**src/rtl/snz_pkg.sv**
```systemverilog
`timescale 1ns/1ps
package snz_pkg;
    typedef enum logic [1:0] {
        ST_AWAKE  = 2'd0,
        ST_ENTER  = 2'd1,
        ST_SNOOZE = 2'd2,
        ST_WAKE   = 2'd3
    } snz_state_t;
endpackage

```
**src/rtl/snz_win_timer.sv**
```systemverilog
`timescale 1ns/1ps
module snz_win_timer #(
    parameter int CW = 2
) (
    input  logic          clk,
    input  logic          rst_n,
    input  logic          clr,
    input  logic [CW-1:0] limit,
    output logic          done
);
    logic [CW-1:0] cnt;

    always_ff @(posedge clk or negedge rst_n) begin
        if (!rst_n)   cnt <= '0;
        else if (clr) cnt <= '0;
        else          cnt <= cnt + 1'b1;
    end

    assign done = (cnt == limit);
endmodule

```
**src/rtl/snz_cmd_gate.sv**
```systemverilog
`timescale 1ns/1ps
module snz_cmd_gate (
    input  logic clk,
    input  logic rst_n,
    input  logic cmd_valid,
    input  logic cmd_write,
    input  logic accepting,
    input  logic entry_win,
    input  logic recov_win,
    output logic cmd_accept,
    output logic viol
);
    logic bad_write;

    assign bad_write  = cmd_valid & cmd_write & (entry_win | recov_win);
    assign cmd_accept = cmd_valid & accepting & ~(cmd_write & entry_win);

    always_ff @(posedge clk or negedge rst_n) begin
        if (!rst_n)         viol <= 1'b0;
        else if (bad_write) viol <= 1'b1;
    end
endmodule

```
**src/rtl/snz_seq.sv**
```systemverilog
`timescale 1ns/1ps
module snz_seq
    import snz_pkg::*;
#(
    parameter int ENTRY_CYC = 2,
    parameter int EXIT_CYC  = 2
) (
    input  logic clk,
    input  logic rst_n,
    input  logic sleep_in,
    input  logic cmd_valid,
    input  logic cmd_write,
    output logic in_accept,
    output logic cmd_accept,
    output logic lowpwr,
    output logic out_hiz,
    output logic viol
);
    localparam int MAXW = (ENTRY_CYC > EXIT_CYC) ? ENTRY_CYC : EXIT_CYC;
    localparam int CW   = $clog2(MAXW + 1);
    localparam logic [CW-1:0] ENTRY_LIM = CW'(ENTRY_CYC - 1);
    localparam logic [CW-1:0] EXIT_LIM  = CW'(EXIT_CYC - 1);

    snz_state_t state, state_nx;
    logic       win_done;
    logic       entry_win, recov_win;
    logic [CW-1:0] win_limit;

    // state register
    always_ff @(posedge clk or negedge rst_n) begin
        if (!rst_n) state <= ST_AWAKE;
        else        state <= state_nx;
    end

    // transitions
    always_comb begin
        state_nx = state;
        unique case (state)
            ST_AWAKE:  if (sleep_in) state_nx = ST_ENTER;
            ST_ENTER:  if (!sleep_in)    state_nx = ST_AWAKE;
                       else if (win_done) state_nx = ST_SNOOZE;
            ST_SNOOZE: if (!sleep_in) state_nx = ST_WAKE;
            ST_WAKE:   if (win_done)  state_nx = ST_AWAKE;
        endcase
    end

    // per-state outputs
    always_comb begin
        in_accept = 1'b0;
        lowpwr    = 1'b0;
        out_hiz   = 1'b0;
        entry_win = 1'b0;
        recov_win = 1'b0;
        unique case (state)
            ST_AWAKE:  in_accept = 1'b1;
            ST_ENTER:  begin in_accept = 1'b1; entry_win = 1'b1; end
            ST_SNOOZE: begin lowpwr = 1'b1; out_hiz = 1'b1; end
            ST_WAKE:   begin out_hiz = 1'b1; recov_win = 1'b1; end
        endcase
    end

    assign win_limit = entry_win ? ENTRY_LIM : EXIT_LIM;

    snz_win_timer #(.CW(CW)) u_timer (
        .clk   (clk),
        .rst_n (rst_n),
        .clr   (~(entry_win | recov_win)),
        .limit (win_limit),
        .done  (win_done)
    );

    snz_cmd_gate u_gate (
        .clk        (clk),
        .rst_n      (rst_n),
        .cmd_valid  (cmd_valid),
        .cmd_write  (cmd_write),
        .accepting  (in_accept),
        .entry_win  (entry_win),
        .recov_win  (recov_win),
        .cmd_accept (cmd_accept),
        .viol       (viol)
    );
endmodule

```
**config.mk**
```make
export PLATFORM = sky130hd
export DESIGN_NAME = snz_seq
export DESIGN_NICKNAME = d
export VERILOG_FILES = /design/src/rtl/snz_pkg.sv /design/src/rtl/snz_win_timer.sv /design/src/rtl/snz_cmd_gate.sv /design/src/rtl/snz_seq.sv
export SDC_FILE = /design/constraint.sdc
export NUM_CORES = 1
export LEC_CHECK = 0
export ABC_AREA = 1
export BUFFER_PORTS_ARGS = -buffer_cell sky130_fd_sc_hd__buf_2
export CAP_MARGIN = 15
export CORE_AREA = 8 8 45 47
export CTS_CLUSTER_SIZE = 40
export DETAILED_ROUTE_END_ITERATION = 7
export DIE_AREA = 0 0 53 55
export PLACE_DENSITY = 0.32
export SYNTH_ARGS = -nofsm -noshare
export SYNTH_HDL_FRONTEND = slang
export SYNTH_SLANG_ARGS = --single-unit
export TNS_END_PERCENT = 1
```
**constraint.sdc**
```tcl
create_clock -name clk -period 1.46 [get_ports clk]
set_input_delay 0.219 -clock clk [delete_from_list [all_inputs] [get_ports clk]]
set_output_delay 0.219 -clock clk [all_outputs]
set_load 0.05 [all_outputs]
```
# [Word-level counts from Yosys, hierarchy flattened]
# Index checks and enable logic that the tools add are counted.
[classes] bitwise=7 add_sub_neg=1 muxes=12 n_reduce_logical=4 eq_ne=8
[ops] op="2-to-1 mux 2 bit" n=6
[ops] op="case mux 2 bit (4 select lines)" n=1
[ops] op="bitwise AND 1 bit" n=5
[ops] op="2-to-1 mux 1 bit" n=5
[ops] op="equality test 2 x 1 -> 1 bit, second input constant" n=2
[ops] op="equality test 2 bit, second input constant" n=2
[ops] op="inequality test 2 bit, second input constant" n=2
[ops] op="AND reduction 4 bit" n=1
[ops] op="OR reduction 2 bit" n=2
[ops] op="inequality test 3 x 2 -> 1 bit, second input constant" n=1
[ops] op="adder 2 x 1 -> 2 bit, second input constant" n=1
[ops] op="logical NOT 2 bit" n=1
[ops] op="inequality test 2 x 1 -> 1 bit, second input constant" n=1
[ops] op="inverter 1 bit" n=1
[ops] op="OR 1 bit" n=1
[totals] wordCells=35 out_inout_bits=5 input_bits=5 register_bits=5

# [Depth between registers and ports, before layout]
# Gate-level depths: netlist of the first run.
[logic_depth] word_depth=5 mapped_depth=5 mapped_depth_nobuf=5

# [Modules after synthesis]
# From an unflattened synthesis of the first run, not the netlist that was laid out.
[unflattened] cells_unflattened=53 hier_area_um2=316.6
[by_module_without_submodules] mod="snz_seq" area_per_inst_um2=135.1 cells_each=24 seq_area_each_um2=50.0 n_inst=1
[by_module_without_submodules] mod="snz_win_timer" area_per_inst_um2=115.1 cells_each=18 seq_area_each_um2=50.0 n_inst=1
[by_module_without_submodules] mod="snz_cmd_gate" area_per_inst_um2=66.3 cells_each=11 seq_area_each_um2=25.0 n_inst=1

# [Worst setup path before layout of the first run]
# No wires, ideal clock.
[synth_path] path_kind="register to output" startpoint="register with a tool-made name" endpoint="output cmd_accept" arrival_ps=1465 setup_slack_ps=-224 required_time_ps=1241 path_buffers=0 path_stages_with_launch=4 cell_sequence="dfrtp_1 -> inv_2 -> nand2_1 -> a21oi_1"
[synth_rtl] item="end, declared" line="snz_seq.sv:14" text="output logic cmd_accept,"

==> results.json, run 1 <==
{
  "status": "finished clean",
  "wl_um": 534,
  "antenna_found_initial": 0,
  "grt_pass1_vias": 221,
  "crit_path_start_kind": "flip-flop",
  "fin_util_pct": 23.24,
  "drt_pass1_iterations": 1,
  "rsz0062_at_grt": "false",
  "ys_ff_latch": 5,
  "rows": 14,
  "yosysUniqueCellTypes": 10,
  "final_cell_mix": "buf_2 (9), nand2_1 (6), dfrtp_1 (5), nor2_1 (4)",
  "whs_ns": 0.2531,
  "final_common_cell": "buf_2",
  "synth_compound_area_share_pct": 10.23,
  "maxSlewViolCount": 0,
  "viasPerCell": 3.636,
  "tns_ns": 0,
  "hold_viol_final": 0,
  "antenna_cells": 0,
  "synthesis.area_um2": 220.2,
  "vias": 200,
  "start_util_pct": 15.91,
  "syn_inst": 26,
  "power.total_w": 0.0007202,
  "cpMaxStageDelayCell": "dfrtp_1",
  "skew_ns": 0.003078,
  "syn_to_final_growth_pct": 46.02,
  "synth.avg_cell_area_um2": 8.470,
  "cts_max_path_buffers": 2,
  "post-route-period-util_pct": 94.40,
  "cp.buffers_inverters": 2,
  "synth-seq-area-share_pct": 56.82,
  "cts_max_level": 1,
  "worstPathCellList": "inv_2, nand2_1, a21oi_2, buf_2",
  "cp_top_family": "flip-flops",
  "crit_fanout": 5,
  "finalSetupViolations": 0,
  "dieArea_um2": 2915,
  "cts_num_sinks": 5,
  "ant_nets": 0,
  "cp.required_ns": 1.24,
  "path_class": "reg2out",
  "power_density_nw_per_um2": 2240,
  "vdd_drop_max_uv": 490.7,
  "die_h_um": 55,
  "wire_per_inst_um": 9.709,
  "final_nets": 46,
  "post-route-min-period_ns": 1.378,
  "numPortBuffers": 9,
  "dpl.hpwl_um": 458.3,
  "synth_top_family_by_area": "simple AND/OR/NAND/NOR gates",
  "coreArea_um2": 1384,
  "setup_ws_ns": 0.08174,
  "synth_mux_area_share_pct": 0,
  "grt_max_degree": 6,
  "clk_pin_slew_ns": 0.04,
  "synthAdderAreaFrac_pct": 5.682,
  "grt_pass1_wl_um": 931,
  "yosys_warnings": 0,
  "cts_resized": 0,
  "relSlewSlack_pct": 83.23,
  "tightest_slew_ns": 0.2533,
  "synthSimpleGateAreaFrac_pct": 17.05,
  "critical_path.max_stage_delay_ns": 0.43,
  "synth_xor_area_share_pct": 0,
  "layout-drive-gt1-share_pct": 38.46,
  "maxCapViolCount": 0,
  "pre_cts_ws_ns": 0.3303,
  "gp_congestion": 0.6063,
  "num_io_pins": 10,
  "cp.arrival_ns": 1.16,
  "clock_latency_ns": 0.23,
  "drtIter0Drc": 0,
  "grt_usage_pct": 4.493,
  "worstSetupEndpointType": "primary output",
  "syn-num-nets": 32,
  "cts-root-buf": "clkbuf_4",
  "grt_overflow": 0,
  "cts_tree": "yes",
  "cts_buffers": 3,
  "leakage_nw": 0.1721,
  "drc": 0,
  "die_w_um": 53,
  "fmax_mhz": 725.6,
  "min_path_type": "in2reg"
}
## timing repair
action                                 CTS  global route
endpoints found under the hold margin    5             0
hold buffers                             1             0
buffers inserted                         0             0
## area by class of cell
| class | count | area [um2] |
|---|---|---|
| clock buffer | 4 | 26.28 |
| tap | 16 | 20.02 |
| sequential | 5 | 125.1 |
| fill | 161 | 1062 |
| inverter | 5 | 18.77 |
| timing repair buffer | 10 | 55.05 |
| multi-input combinational | 15 | 76.32 |
## worst register-to-register path, delay by kind of cell, from the launching register on
kind | cells | cell delay (ns)
DFF | 1 | 0.37
AOI/OAI and AO/OA | 1 | 0.07
and+or+nand+nor | 2 | 0.21
adders and majority gates | 1 | 0.19
## power breakdown
group	switching [W]	internal [W]
clock	0.0000520	0.000103
combinational	0.000249	0.0000842
sequential	0.0000422	0.000189
## path summary, 6_finish.rpt
check	from	endpoint	depth (start not counted)	slack (ns)
setup / recovery	flip-flop	cmd_accept	4	0.08
hold / removal	cmd_valid	u_gate.viol	3	0.25
min in group asynchronous	rst_n	u_gate.viol	2	0.33
hold reg to reg	u_timer.cnt[0]	u_timer.cnt[0]	1	0.43
setup reg to reg	u_timer.cnt[0]	state[0]	4	0.55
max in group asynchronous	rst_n	u_timer.cnt[1]	2	1.00
## through the flow
stage                     std cells  area, um2
after floorplan                  26      224.0
after global placement           50      285.3
after detailed placement         50      285.3
after CTS                        55      321.6
after global routing             55      321.6
final                            55      321.6
## Yosys cell counts, drive strengths merged
master | number | share of area (%)
dfrtp | 5 | 57
clkbuf | 1 | 1.7
a21oi | 1 | 2.3
o21ai | 2 | 4.5
inv | 5 | 8.5
nand2 | 6 | 10
ha | 1 | 5.7
nor2 | 4 | 6.8
o21bai | 1 | 3.4
## layer usage
metal  GRT usage, %  up-vias  wire [um]
li1               -      103          -
met1          4.747       86        246
met2          5.859        9        191
met3          2.406        2         91
met4          5.172        0          5
met5              0        -          0
## kinds of logic (layout without fill, tap and decap cells)
group	count (synthesis)	after routing
buffers and inverters	6	19
adders and majority gates	1	1
and+or+nand+nor	10	10
DFF	5	5
AOI/OAI and AO/OA	4	4
No activity file was read; power rests on OpenSTA's default activity.
==> run 2, diff against run 1 <==
- PLACE_DENSITY: 0.32 -> 0.39
- SYNTH_HIERARCHICAL: not set -> 1
- clock period: 1.46 -> 1.49 ns (I/O delays scaled with it)
==> run 2 against run 1 <==
Compared with the run above: flip-flop and latch count stayed put; total power grew 10%; sequential power is 3% higher; clock power rose by 3%; sequential share of layout area fell by 9.8 points; register-to-register slack worse by 0.19 ns; die area did not move; worst hold slack better by 0.027 ns; largest power group unchanged.
==> results.json, run 2 <==
{
  "yosys_warnings": 6,
  "start_util_pct": 22.88,
  "synth-async-reset-ratio_pct": 100.0,
  "pre_cts_ws_ns": 0.2651,
  "ys_ff_latch": 5,
  "synthesis.area_um2": 316.6,
  "grt_overflow": 0,
  "maxSlewViolCount": 0,
  "cts_max_level": 1,
  "grt_pass1_wl_um": 1124,
  "synth_ff_type": "dfrtp_1",
  "worstSetupEndpointType": "primary output",
  "tns_ns": 0,
  "cts_tree": "yes",
  "antenna_cells": 0,
  "r2r_start": "u_timer/cnt[0]",
  "p_int_w": 0.0004022,
  "dieArea_um2": 2915,
  "clk_pin_slew_ns": 0.04,
  "drtIter0Drc": 4,
  "grt_usage_pct": 5.425,
  "status": "finished clean",
  "skew_ns": 0.008301,
  "fmax_mhz": 718.4,
  "vias": 308,
  "cts_num_sinks": 5,
  "finalSetupViolations": 0,
  "drc": 0,
  "layout-drive-gt1-share_pct": 29.41,
  "leakage_nw": 0.2745,
  "placed_cell_area_um2": 389.1,
  "p_seq_share_pct": 30.1,
  "post-route-cell-area_um2": 430.4,
  "whs_path_depth": 3,
  "final_nets": 74,
  "synth_edf_count": 0,
  "wl_um": 656,
  "worst-r2r-cell-count": 9,
  "path_class": "reg2out",
  "final_cell_mix": "nand2_1 (21), inv_1 (11), buf_2 (8), dfrtp_1 (5), conb_1 (4)",
  "crit_fanout": 7,
  "grt_max_degree": 8,
  "cp.required_ns": 1.27,
  "final_common_cell": "nand2_1",
  "cts_buffers": 3,
  "clock_latency_ns": 0.25,
  "switching_share_pct": 49.45,
  "die_h_um": 55,
  "p_switching_w": 0.0003934,
  "r2r_slack_ns": 0.36,
  "wire_per_inst_um": 7.810,
  "cts-root-buf": "clkbuf_4",
  "post-route-period-util_pct": 93.42,
  "drt_pass1_iterations": 2,
  "n_fill_cell": 157,
  "syn_inst": 53,
  "critical_path.max_stage_delay_ns": 0.45,
  "rsz0062_at_grt": "false",
  "grt_pass1_vias": 305,
  "cpMaxStageDelayCell": "dfrtp_1",
  "num_io_pins": 10,
  "pwr-share-clk_pct": 20.1,
  "hold_viol_final": 0,
  "gp_congestion": 0.7227,
  "setup_ws_ns": 0.09806,
  "worst_hold_startpoint": "sleep_in",
  "power_density_nw_per_um2": 1849,
  "synth_top_area_share_pct": 39.53,
  "pwr-share-comb_pct": 49.8,
  "ant_nets": 0,
  "synth_most_common_cell": "nand2_1",
  "cp.arrival_ns": 1.17,
  "yosysUniqueCellTypes": 12,
  "synth.avg_cell_area_um2": 5.973,
  "synthTopCellsByCount": "nand2_1 (21), inv_1 (12), dfrtp_1 (5)",
  "ys_top_cells_by_area": "dfrtp_1 (40%), nand2_1 (25%), inv_1 (14%)",
  "viasPerCell": 3.667,
  "maxCapViolCount": 0,
  "whs_ns": 0.2798,
  "crit_path_start_kind": "flip-flop",
  "syn_to_final_growth_pct": 35.97,
  "cts_max_path_buffers": 2,
  "synth-seq-area-share_pct": 39.53,
  "worstPathCellList": "inv_2, nand2_1, a21oi_2, buf_4",
  "post-route-min-period_ns": 1.392,
  "vdd_drop_max_uv": 723.3,
  "rows": 14,
  "numPortBuffers": 9,
  "coreArea_um2": 1384,
  "antenna_found_initial": 0,
  "die_w_um": 53,
  "dpl.hpwl_um": 540.6,
  "yosys.area.top_type": "dfrtp_1",
  "min_path_type": "in2reg"
}
[run 2: changes by cell type in the layout (fill, tap and decap cells not counted), moves of 2 or more]
| cell | before | now |
|---|---|---|
| nand2_2 | 0 | 2 |
| o21ai_1 | 2 | 0 |
| conb_1 | 0 | 4 |
| nor2_2 | 0 | 2 |
| nand2_1 | 6 | 21 |
| inv_1 | 3 | 11 |
[run 2: power by group through the flow]
stage | sequential, W | clock, W | combinational [W]
floorplan | 0.000226 | 0 | 0.000319
global placement | 0.000238 | 0 | 0.000392
detailed placement | 0.000237 | 0 | 0.000388
CTS | 0.000235 | 0.000167 | 0.000391
global route | 0.000251 | 0.000177 | 0.000452
finish | 0.000240 | 0.000160 | 0.000396
[run 2: how the worst max path moves through the flow]
stage | from | end | slack [ns] | cells after the start
after floorplan | flip-flop | lowpwr | 0.01 | 2
after global placement | state[0] | cmd_accept | 0.27 | 4
after detailed placement | state[0] | cmd_accept | 0.27 | 4
after CTS | state[0] | cmd_accept | 0.001 | 4
after global routing | flip-flop | cmd_accept | 0.01 | 4
final | flip-flop | cmd_accept | 0.1 | 4
[run 2: repair_timing]
| action | in CTS | in global routing |
|---|---|---|
| resized for setup | 0 | 4 |
| setup buffers | 0 | 0 |
| setup endpoints to repair | 0 | 1 |
| hold buffers | 1 | 0 |
| hold endpoints to repair | 5 | 0 |
[run 2: logic make-up (layout without fill, tap and decap cells)]
| family | count (synthesis) | in the layout | synth area share (%) |
|---|---|---|---|
| and+or+nand+nor | 29 | 29 | 37.15 |
| buffers and inverters | 15 | 28 | 17.79 |
| DFF | 5 | 5 | 39.53 |
| other | 2 | 4 | 2.372 |
| AOI/OAI and AO/OA | 2 | 2 | 3.159 |
[run 2: layer usage]
layer | routed length (um) | vias up | GRT usage, % | share of wire [%]
met5 | 0 | - | 0 | 0
met4 | 0 | 0 | 1.293 | 0
met3 | 47 | 0 | 4.011 | 7.2
met2 | 301 | 9 | 8.594 | 46
met1 | 308 | 127 | 5.666 | 47
li1 | - | 172 | - | -
[run 2: through the flow]
step / power [W] / utilization, % / cells
after detailed placement: 0.0006248 / 28.12 / 79
after floorplan: 0.0005456 / - / 55
after global placement: 0.0006301 / 28.12 / 79
final: 0.0007957 / 31.10 / 84
after global routing: 0.0008799 / 31.10 / 84
after CTS: 0.0007937 / 30.74 / 84
[run 2: worst max-delay path: cells and delay by family, from the launching register on]
kind	cells	cell delay [ns]
compound gates	1	0.09
buf+inv	2	0.31
flops	1	0.45
simple gates	1	0.06
[run 2: layout make-up]
type                            instances  area (um2)  area share [%]
Tap cell                               16       20.02           4.651
Clock buffer                            4       26.28           6.105
Timing Repair Buffer                   10       57.56           13.37
Multi-Input combinational cell         35       148.9           34.59
Sequential cell                         5       125.1           29.07
Inverter                               14       52.55           12.21
==> run 3, diff against run 2 <==
- CTS_BUF_LIST: not set -> sky130_fd_sc_hd__clkbuf_4 sky130_fd_sc_hd__clkbuf_8
==> run 3 against run 2 <==
Compared with the run above: non-clock buffer count unchanged; critical path depth unchanged; fmax barely moved; critical path type unchanged; sequential share of layout area down 0.25 points; wire length increased by 0.30%; via count shrank 0.32%; first-iteration DRC count unchanged.
==> results.json, run 3 (same netlist as run 2, synthesis figures left out) <==
{
  "skew_ns": 0.006876,
  "wire_per_inst_um": 7.833,
  "whs_ns": 0.2803,
  "r2r_start": "u_timer/cnt[0]",
  "power.total_w": 0.0008139,
  "drtIter0Drc": 4,
  "worst-r2r-cell-count": 9,
  "antenna_cells": 0,
  "coreArea_um2": 1384,
  "clock_latency_ns": 0.24,
  "post_cts_buffers": 0,
  "cts_num_sinks": 5,
  "vias": 307,
  "cts_max_level": 1,
  "finalSetupViolations": 0,
  "die_w_um": 53,
  "tns_ns": 0,
  "drt_pass1_iterations": 2,
  "hold_viol_final": 0,
  "grt_overflow": 0,
  "post-route-min-period_ns": 1.392,
  "cts_tree": "yes",
  "drc": 0,
  "cts_max_path_buffers": 2,
  "final_cell_mix": "nand2_1 (21), inv_1 (11), buf_2 (8), dfrtp_1 (5)",
  "maxSlewViolCount": 0,
  "antenna_found_initial": 0,
  "path_class": "reg2out",
  "worstSetupEndpointType": "primary output",
  "whs_path_depth": 3,
  "rows": 14,
  "clk_pin_slew_ns": 0.04,
  "min_path_type": "in2reg",
  "vdd_drop_max_uv": 643.7,
  "power_density_nw_per_um2": 1875,
  "fin_util_pct": 31.37,
  "ant_nets": 0,
  "final_nets": 74,
  "viasPerCell": 3.655,
  "rsz0062_at_grt": "false",
  "num_io_pins": 10,
  "post-route-period-util_pct": 93.41,
  "cts-root-buf": "clkbuf_4",
  "layout-drive-gt1-share_pct": 30.88,
  "crit_fanout": 7,
  "grt_usage_pct": 5.425,
  "cts_buffers": 3,
  "wl_um": 658,
  "dpl.hpwl_um": 540.6,
  "fmax_mhz": 718.5,
  "die_h_um": 55,
  "worst_hold_startpoint": "sleep_in",
  "crit_path_start_kind": "flip-flop",
  "status": "finished clean",
  "n_fill_cell": 156,
  "syn_to_final_growth_pct": 37.15,
  "leakage_nw": 0.2779,
  "maxCapViolCount": 0,
  "start_util_pct": 22.88,
  "cp.required_ns": 1.27,
  "final_common_cell": "nand2_1",
  "grt_pass1_vias": 305,
  "dieArea_um2": 2915,
  "grt_max_degree": 8,
  "numPortBuffers": 9,
  "gp_congestion": 0.7227,
  "cp.arrival_ns": 1.17,
  "grt_pass1_wl_um": 1124
}
==> run 3: worst paths after layout <==
check | endpoint | slack [ns]
worst max-delay path | cmd_accept | 0.1
worst min-delay path | flip-flop | 0.28
worst max register to register | flip-flop | 0.36
worst min register to register | u_gate/viol | 0.46
max in group asynchronous | asynchronous set/reset pin | 1.05
min in group asynchronous | u_gate/viol | 0.31
==> run 3: routing by layer <==
layer / GRT usage (%) / routed length (um) / up-vias
met3: 4.011 / 35 / 0
met5: 0 / 0 / -
met1: 5.666 / 317 / 128
li1: - / - / 171
met4: 1.293 / 0 / 0
met2: 8.594 / 304 / 8
==> run 3: critical path: stages, from the launching register on <==
cell and delay [ns]:
dfrtp_1 0.45, inv_2 0.11, nand2_1 0.06, a21oi_2 0.09, buf_4 0.20
==> run 3: report_power, final <==
group / internal, W / total (W) / switching (W)
logic: 0.000117 / 0.000396 / 0.000279
registers: 0.000184 / 0.000240 / 0.0000562
clock network: 0.000120 / 0.000178 / 0.0000581
==> run 3: metrics by stage <==
step                cells  cell area, um2  setup slack [ns]
CTS                    84           431.7           0.05712
finish                 84           434.2           0.09812
global route           84           434.2           0.01094
detailed placement     79           389.1            0.2651
global placement       79           389.1            0.2677
floorplan              55           327.8           0.01466
==> run 3: timing repair <==
item                                    CTS  global route
endpoints found under the hold margin     5             0
endpoints found under the setup margin    1             1
gates resized for setup                   1             2
hold buffers                              1             0
==> run 3: final cells by class <==
type	instances	area, um2	area share [%]
Multi-Input combinational cell	35	148.9	34.29
Sequential cell	5	125.1	28.82
Timing Repair Buffer	10	57.56	13.26
Inverter	14	52.55	12.10
Clock buffer	4	30.03	6.916
Tap cell	16	20.02	4.611
